### config.mk
export PLATFORM = sky130hd
export DESIGN_NAME = bus_break_unit
export DESIGN_NICKNAME = d
export VERILOG_FILES = /design/src/rtl/brk_pkg.sv /design/src/rtl/brk_regs.sv /design/src/rtl/brk_cond.sv /design/src/rtl/bus_break_unit.sv
export SDC_FILE = /design/constraint.sdc
export NUM_CORES = 1
export LEC_CHECK = 0
export BUFFER_PORTS_ARGS = -buffer_cell sky130_fd_sc_hd__buf_4
export CAP_MARGIN = 15
export CORE_UTILIZATION = 48
export CTS_BUF_LIST = sky130_fd_sc_hd__clkbuf_8 sky130_fd_sc_hd__clkbuf_16
export DETAILED_ROUTE_END_ITERATION = 16
export GPL_ROUTABILITY_DRIVEN = 0
export GPL_TIMING_DRIVEN = 0
export PLACE_DENSITY = 0.92
export SYNTH_ARGS = -nofsm -noshare
export SYNTH_HDL_FRONTEND = slang
export SYNTH_SLANG_ARGS = --single-unit
### constraint.sdc
create_clock -name clk -period 2 [get_ports clk]
set_input_delay 0.2 -clock clk [delete_from_list [all_inputs] [get_ports clk]]
set_output_delay 0.2 -clock clk [all_outputs]
set_load 0.02 [all_outputs]
### src/rtl/brk_pkg.sv
package brk_pkg;
  localparam int ADDR_W  = 32;
  localparam int CC_W    = 16;
  localparam int CC_USED = 7;
  localparam int MCODE_W = 3;
  localparam int SIZE_W  = 2;

  typedef enum logic [1:0] {
    SEL_ADDR = 2'd0,
    SEL_MASK = 2'd1,
    SEL_COND = 2'd2,
    SEL_NONE = 2'd3
  } reg_sel_e;

  // Number of low address bits left out of the comparison for a mask code.
  function automatic int unsigned ignored_bits(input logic [MCODE_W-1:0] code);
    case (code)
      3'b001:  return 10;
      3'b010:  return 12;
      3'b011:  return ADDR_W;
      3'b100:  return 16;
      3'b101:  return 20;
      default: return 0;
    endcase
  endfunction

  // Bit i is set when address bit i takes part in the comparison.
  function automatic logic [ADDR_W-1:0] compare_mask(input logic [MCODE_W-1:0] code);
    logic [ADDR_W-1:0] m;
    int unsigned n;
    n = ignored_bits(code);
    for (int i = 0; i < ADDR_W; i++) m[i] = (i >= n);
    return m;
  endfunction

  function automatic logic mask_code_legal(input logic [MCODE_W-1:0] code);
    return code[2:1] != 2'b11;
  endfunction

  // Two-bit selector: 00 off, 01 needs flag, 10 needs !flag, 11 either.
  function automatic logic sel_field_ok(input logic [1:0] f, input logic flag);
    case (f)
      2'b01:   return flag;
      2'b10:   return !flag;
      default: return 1'b1;
    endcase
  endfunction

  function automatic logic size_field_ok(input logic [2:0] code, input logic [SIZE_W-1:0] sz);
    case (code)
      3'b000:  return 1'b1;
      3'b001:  return sz == 2'd0;
      3'b010:  return sz == 2'd1;
      3'b011:  return sz == 2'd2;
      3'b100:  return sz == 2'd3;
      default: return 1'b0;
    endcase
  endfunction
endpackage

### src/rtl/brk_regs.sv
module brk_regs
  import brk_pkg::*;
#(
  parameter int AW = ADDR_W
) (
  input  logic                clk,
  input  logic                rst_n,
  input  logic                reg_we,
  input  logic [1:0]          reg_sel,
  input  logic [AW-1:0]       reg_wdata,
  output logic [AW-1:0]       reg_rdata,
  output logic [AW-1:0]       brk_addr,
  output logic [MCODE_W-1:0]  mask_code,
  output logic [CC_USED-1:0]  cond_bits,
  output logic                mask_refused
);
  reg_sel_e sel;
  logic wr_addr, wr_mask, wr_cond;

  assign sel          = reg_sel_e'(reg_sel);
  assign wr_addr      = reg_we && (sel == SEL_ADDR);
  assign wr_mask      = reg_we && (sel == SEL_MASK);
  assign wr_cond      = reg_we && (sel == SEL_COND);
  assign mask_refused = wr_mask && !mask_code_legal(reg_wdata[MCODE_W-1:0]);

  always_ff @(posedge clk or negedge rst_n) begin
    if (!rst_n) begin
      brk_addr  <= '0;
      mask_code <= '0;
      cond_bits <= '0;
    end else begin
      if (wr_addr) brk_addr <= reg_wdata;
      if (wr_mask && !mask_refused) mask_code <= reg_wdata[MCODE_W-1:0];
      if (wr_cond) cond_bits <= reg_wdata[CC_USED-1:0];
    end
  end

  always_comb begin
    reg_rdata = '0;
    case (sel)
      SEL_ADDR: reg_rdata = brk_addr;
      SEL_MASK: reg_rdata[MCODE_W-1:0] = mask_code;
      SEL_COND: reg_rdata[CC_USED-1:0] = cond_bits;
      default:  reg_rdata = '0;
    endcase
  end
endmodule

### src/rtl/brk_cond.sv
module brk_cond
  import brk_pkg::*;
#(
  parameter int AW = ADDR_W
) (
  input  logic [AW-1:0]      brk_addr,
  input  logic [MCODE_W-1:0] mask_code,
  input  logic [CC_USED-1:0] cond_bits,
  input  logic [AW-1:0]      bus_addr,
  input  logic               bus_fetch,
  input  logic               bus_write,
  input  logic [SIZE_W-1:0]  bus_size,
  output logic               chan_en,
  output logic               addr_ok,
  output logic               attr_ok
);
  logic [1:0] kind_f, dir_f;
  logic [2:0] size_f;
  logic [AW-1:0] keep;

  assign kind_f  = cond_bits[5:4];
  assign dir_f   = cond_bits[3:2];
  assign size_f  = {cond_bits[6], cond_bits[1:0]};
  assign chan_en = |cond_bits;

  assign keep    = AW'(compare_mask(mask_code));
  assign addr_ok = ((bus_addr ^ brk_addr) & keep) == '0;
  assign attr_ok = sel_field_ok(kind_f, bus_fetch)
                && sel_field_ok(dir_f, !bus_write)
                && size_field_ok(size_f, bus_size);
endmodule

### src/rtl/bus_break_unit.sv
module bus_break_unit
  import brk_pkg::*;
(
  input  logic              clk,
  input  logic              rst_n,
  input  logic              reg_we,
  input  logic [1:0]        reg_sel,
  input  logic [ADDR_W-1:0] reg_wdata,
  output logic [ADDR_W-1:0] reg_rdata,
  input  logic              bus_valid,
  input  logic [ADDR_W-1:0] bus_addr,
  input  logic              bus_fetch,
  input  logic              bus_write,
  input  logic [SIZE_W-1:0] bus_size,
  output logic              brk_match
);
  logic [ADDR_W-1:0]  brk_addr;
  logic [MCODE_W-1:0] mask_code;
  logic [CC_USED-1:0] cond_bits;
  logic               mask_refused;
  logic               chan_en, addr_ok, attr_ok, cycle_hit;

  brk_regs #(.AW(ADDR_W)) u_regs (
    .clk(clk), .rst_n(rst_n), .reg_we(reg_we), .reg_sel(reg_sel),
    .reg_wdata(reg_wdata), .reg_rdata(reg_rdata), .brk_addr(brk_addr),
    .mask_code(mask_code), .cond_bits(cond_bits), .mask_refused(mask_refused)
  );

  brk_cond #(.AW(ADDR_W)) u_cond (
    .brk_addr(brk_addr), .mask_code(mask_code), .cond_bits(cond_bits),
    .bus_addr(bus_addr), .bus_fetch(bus_fetch), .bus_write(bus_write),
    .bus_size(bus_size), .chan_en(chan_en), .addr_ok(addr_ok), .attr_ok(attr_ok)
  );

  assign cycle_hit = bus_valid && chan_en && addr_ok && attr_ok;

  always_ff @(posedge clk or negedge rst_n) begin
    if (!rst_n) brk_match <= 1'b0;
    else        brk_match <= cycle_hit;
  end
endmodule

==> results by group <==
Outcome
  – Status: finished, final reports clean

Detailed routing
  – DRT antenna net count: 0
  – Top sig layer: met4
  – Via Count: 2005
  – DR iter-0 viols: 78
  – Drt first pass iters: 5
  – Met3 Wirelength: 406 um
  – M1 WL: 2360 um
  – Avg WL per Cell: 14.6 um
  – Metal2 WL: 2920 um
  – DRC: 0
  – Vias per inst: 5.08
  – Overall routed net length: 5780 um

STA
  – Final period util: 86.5%
  – RSZ-0062 raised after global routing: no
  – Least-Margin Pin Slew: 546 ps
  – Final setup vio count: 0
  – Slew Limit Fails: 0
  – Max Freq: 0.578 GHz
  – Final hold vios: 0
  – Setup TNS: 0 ps
  – Final WS setup: 271 ps
  – Clk_skew: 7.74 ps
  – Final min period: 1730 ps
  – Max transition margin: 63.6%

Synthesis
  – Top_reg_cell synth: dfrtp_1
  – Async SR Flop Fraction: 100%
  – Seq/Total Area, Yosys: 43.1%
  – Yosys warnings: 0
  – Post-Synthesis Cells: 217
  – Synthesized cell area: 2490 um2
  – Synth Register Bits: 43
  – Post-synth EDFFs: 0
  – Yosys cell types: 34
  – Syn Area/Cell: 11.5 um2
  – Syn nets: 297

Global routing
  – Global-route wire length before repair: 9050 um
  – Antenna violations before repair: 0
  – GRT overflow: 0
  – Number of global-route vias before repair: 2021
  – Gr usage total: 22.3%
  – Pin count of the biggest net entering global routing: 44

Critical path
  – Top fanout value on the critical path: 4
  – Critical Path AT: 1960 ps
  – CP required: 2230 ps
  – CP max stage cell: dfrtp_1
  – Critical path class: flip-flop to flip-flop
  – Setup crit start kind: flip-flop
  – Cell Chain, Critical Path: inv_1 -> ha_1 -> a22oi_1 -> nand3_1 -> a2111oi_1 -> o221a_1
  – Crit path largest cell delay: 450 ps
  – CP Capture Type: flip-flop

Placement
  – DP Worst Slack: 279 ps
  – Port-buffer cells: 104
  – Cell Area, Placed: 3360 um2
  – Post-DP HPWL: 4510 um

Floorplan
  – Die outline width: 74.1 um
  – Initial Util: 51.5%
  – Die ar.: 5490 um2
  – # rows: 25
  – I/O pin count: 107
  – Core area: 4850 um2
  – Die Span Y: 74.1 um

Final layout
  – Area grow syn2layout: 38.0%
  – Fillers: 382
  – Share of cells above drive strength 1: 48.8%
  – Area of the multi-input gates: 1360 um2
  – Most frequent cells in the layout: buf_4, dfrtp_1, mux2_2, and2_1, xor2_1
  – Fin nets: 409
  – Sequential cell area: 1080 um2
  – Final Util: 71.0%
  – ANT cells: 0
  – Final Cell Area: 3440 um2
  – Commonest non-fill, non-tap cell in the layout: buf_4

Min path
  – Worst Hold Class: input port to flip-flop

Power
  – Leakage: 1.64 nW
  – Power Density: 732 nW/um2
  – Total power draw: 2.52 mW
  – Peak supply drop: 424 uV

Clocking
  – # Post-CTS Setup Buffers: 0
  – CTS max path bufs: 2
  – Htree depth: 2
  – Num Clock Sinks: 43
  – Worst-Skew Late Latency: 300 ps
  – CTS root buf: clkbuf_8
  – CTS tree: built
  – CTS clk-pin slew, worst paths: 80 ps
  – Total CTS buffers: 5

Run
  – Max cap viols: 0
==> per-layer routing <==
metal	GRT usage [%]	up-vias
met5	0	-
met4	8.12	0
met3	6.50	8
met2	38.0	73
met1	26.7	955
li1	-	969
==> cells by family (layout without fill, tap and decap cells) <==
logic type               count (synthesis)  in the layout  synth area share, %
buffers and inverters                   12            123                 2.41
AO/OA/AOI/OAI                           13             13                 3.51
AND/OR/NAND/NOR                         59             59                 13.8
flip-flops                              43             43                 43.1
XOR/XNOR                                33             33                 11.6
adder cells (fa/ha/maj)                  6              6                 3.01
multiplexers                            51             51                 22.6
==> sequential cells by signal, summed over array words and instances (netlist names) <==
register / count
brk_match: 1
u_regs.mask_code: 3
u_regs.brk_addr: 32
u_regs.cond_bits: 7
==> path summary, 6_finish.rpt <==
check / end / cells past startpoint / from / slack, ps
worst max-delay path: brk_match / 6 / u_regs.cond_bits[3] / 270
worst min-delay path: u_regs.brk_addr[29] / 2 / reg_wdata[29] / 130
worst max register to register: brk_match / 6 / u_regs.cond_bits[3] / 270
worst min register to register: u_regs.brk_addr[13] / 1 / u_regs.brk_addr[13] / 550
max in group asynchronous: u_regs.brk_addr[4] / 2 / rst_n / 1180
min in group asynchronous: u_regs.brk_addr[27] / 2 / rst_n / 430
==> synth_stat cells, drive strengths merged (2+ instances only) <==
cell type / instances / area share [%]
dfrtp: 43 / 43
mux2: 42 / 19
and2: 26 / 6.6
xor2: 19 / 6.7
xnor2: 14 / 4.9
mux2i: 9 / 3.6
nand2: 8 / 1.2
nor2: 8 / 1.3
ha: 6 / 3.0
a21oi: 5 / 1.0
buf: 5 / 1.3
nor4: 5 / 1.5
inv: 4 / 0.60
clkbuf: 3 / 0.50
nand4: 3 / 0.75
o21ai: 3 / 0.60
nand3: 2 / 0.40
nor2b: 2 / 0.50
==> through the flow <==
step	cells	hold WS, ps
floorplan	217	-95.6
global placement	388	227
detailed placement	388	228
CTS	395	127
global route	395	125
finish	395	128
==> power by group <==
| group | total, mW | internal, mW | switching, mW | leakage (nW) |
|---|---|---|---|---|
| Combinational | 0.807 | 0.466 | 0.341 | 1.09 |
| Sequential | 1.20 | 1.03 | 0.170 | 0.511 |
| Clock | 0.509 | 0.228 | 0.281 | 0.0413 |
| Total | 2.52 | 1.73 | 0.792 | 1.64 |
==> layout make-up <==
cell class	instances	share of cell area (%)
inverters	4	0.436
multi-input cells	162	39.5
clock inverters	1	0.109
clock buffers	5	2.00
plain buffers	8	1.31
repair buffers	105	23.0
flip-flops and latches	43	31.3
well taps	67	2.44
==> worst max-delay path: cells and delay by family, from the launching register on <==
family | cells | cell delay [ps]
AO/OA/AOI/OAI | 3 | 740
adder cells (fa/ha/maj) | 1 | 290
buffers and inverters | 1 | 90
flip-flops | 1 | 450
AND/OR/NAND/NOR | 1 | 110
==> repair_timing <==
item / CTS / global route
endpoints found under the setup margin: 0 / 0
hold buffers: 1 / 0
hold endpoints to repair: 43 / 0
resized for setup: 0 / 0
Power figures use the tool's default switching activity.
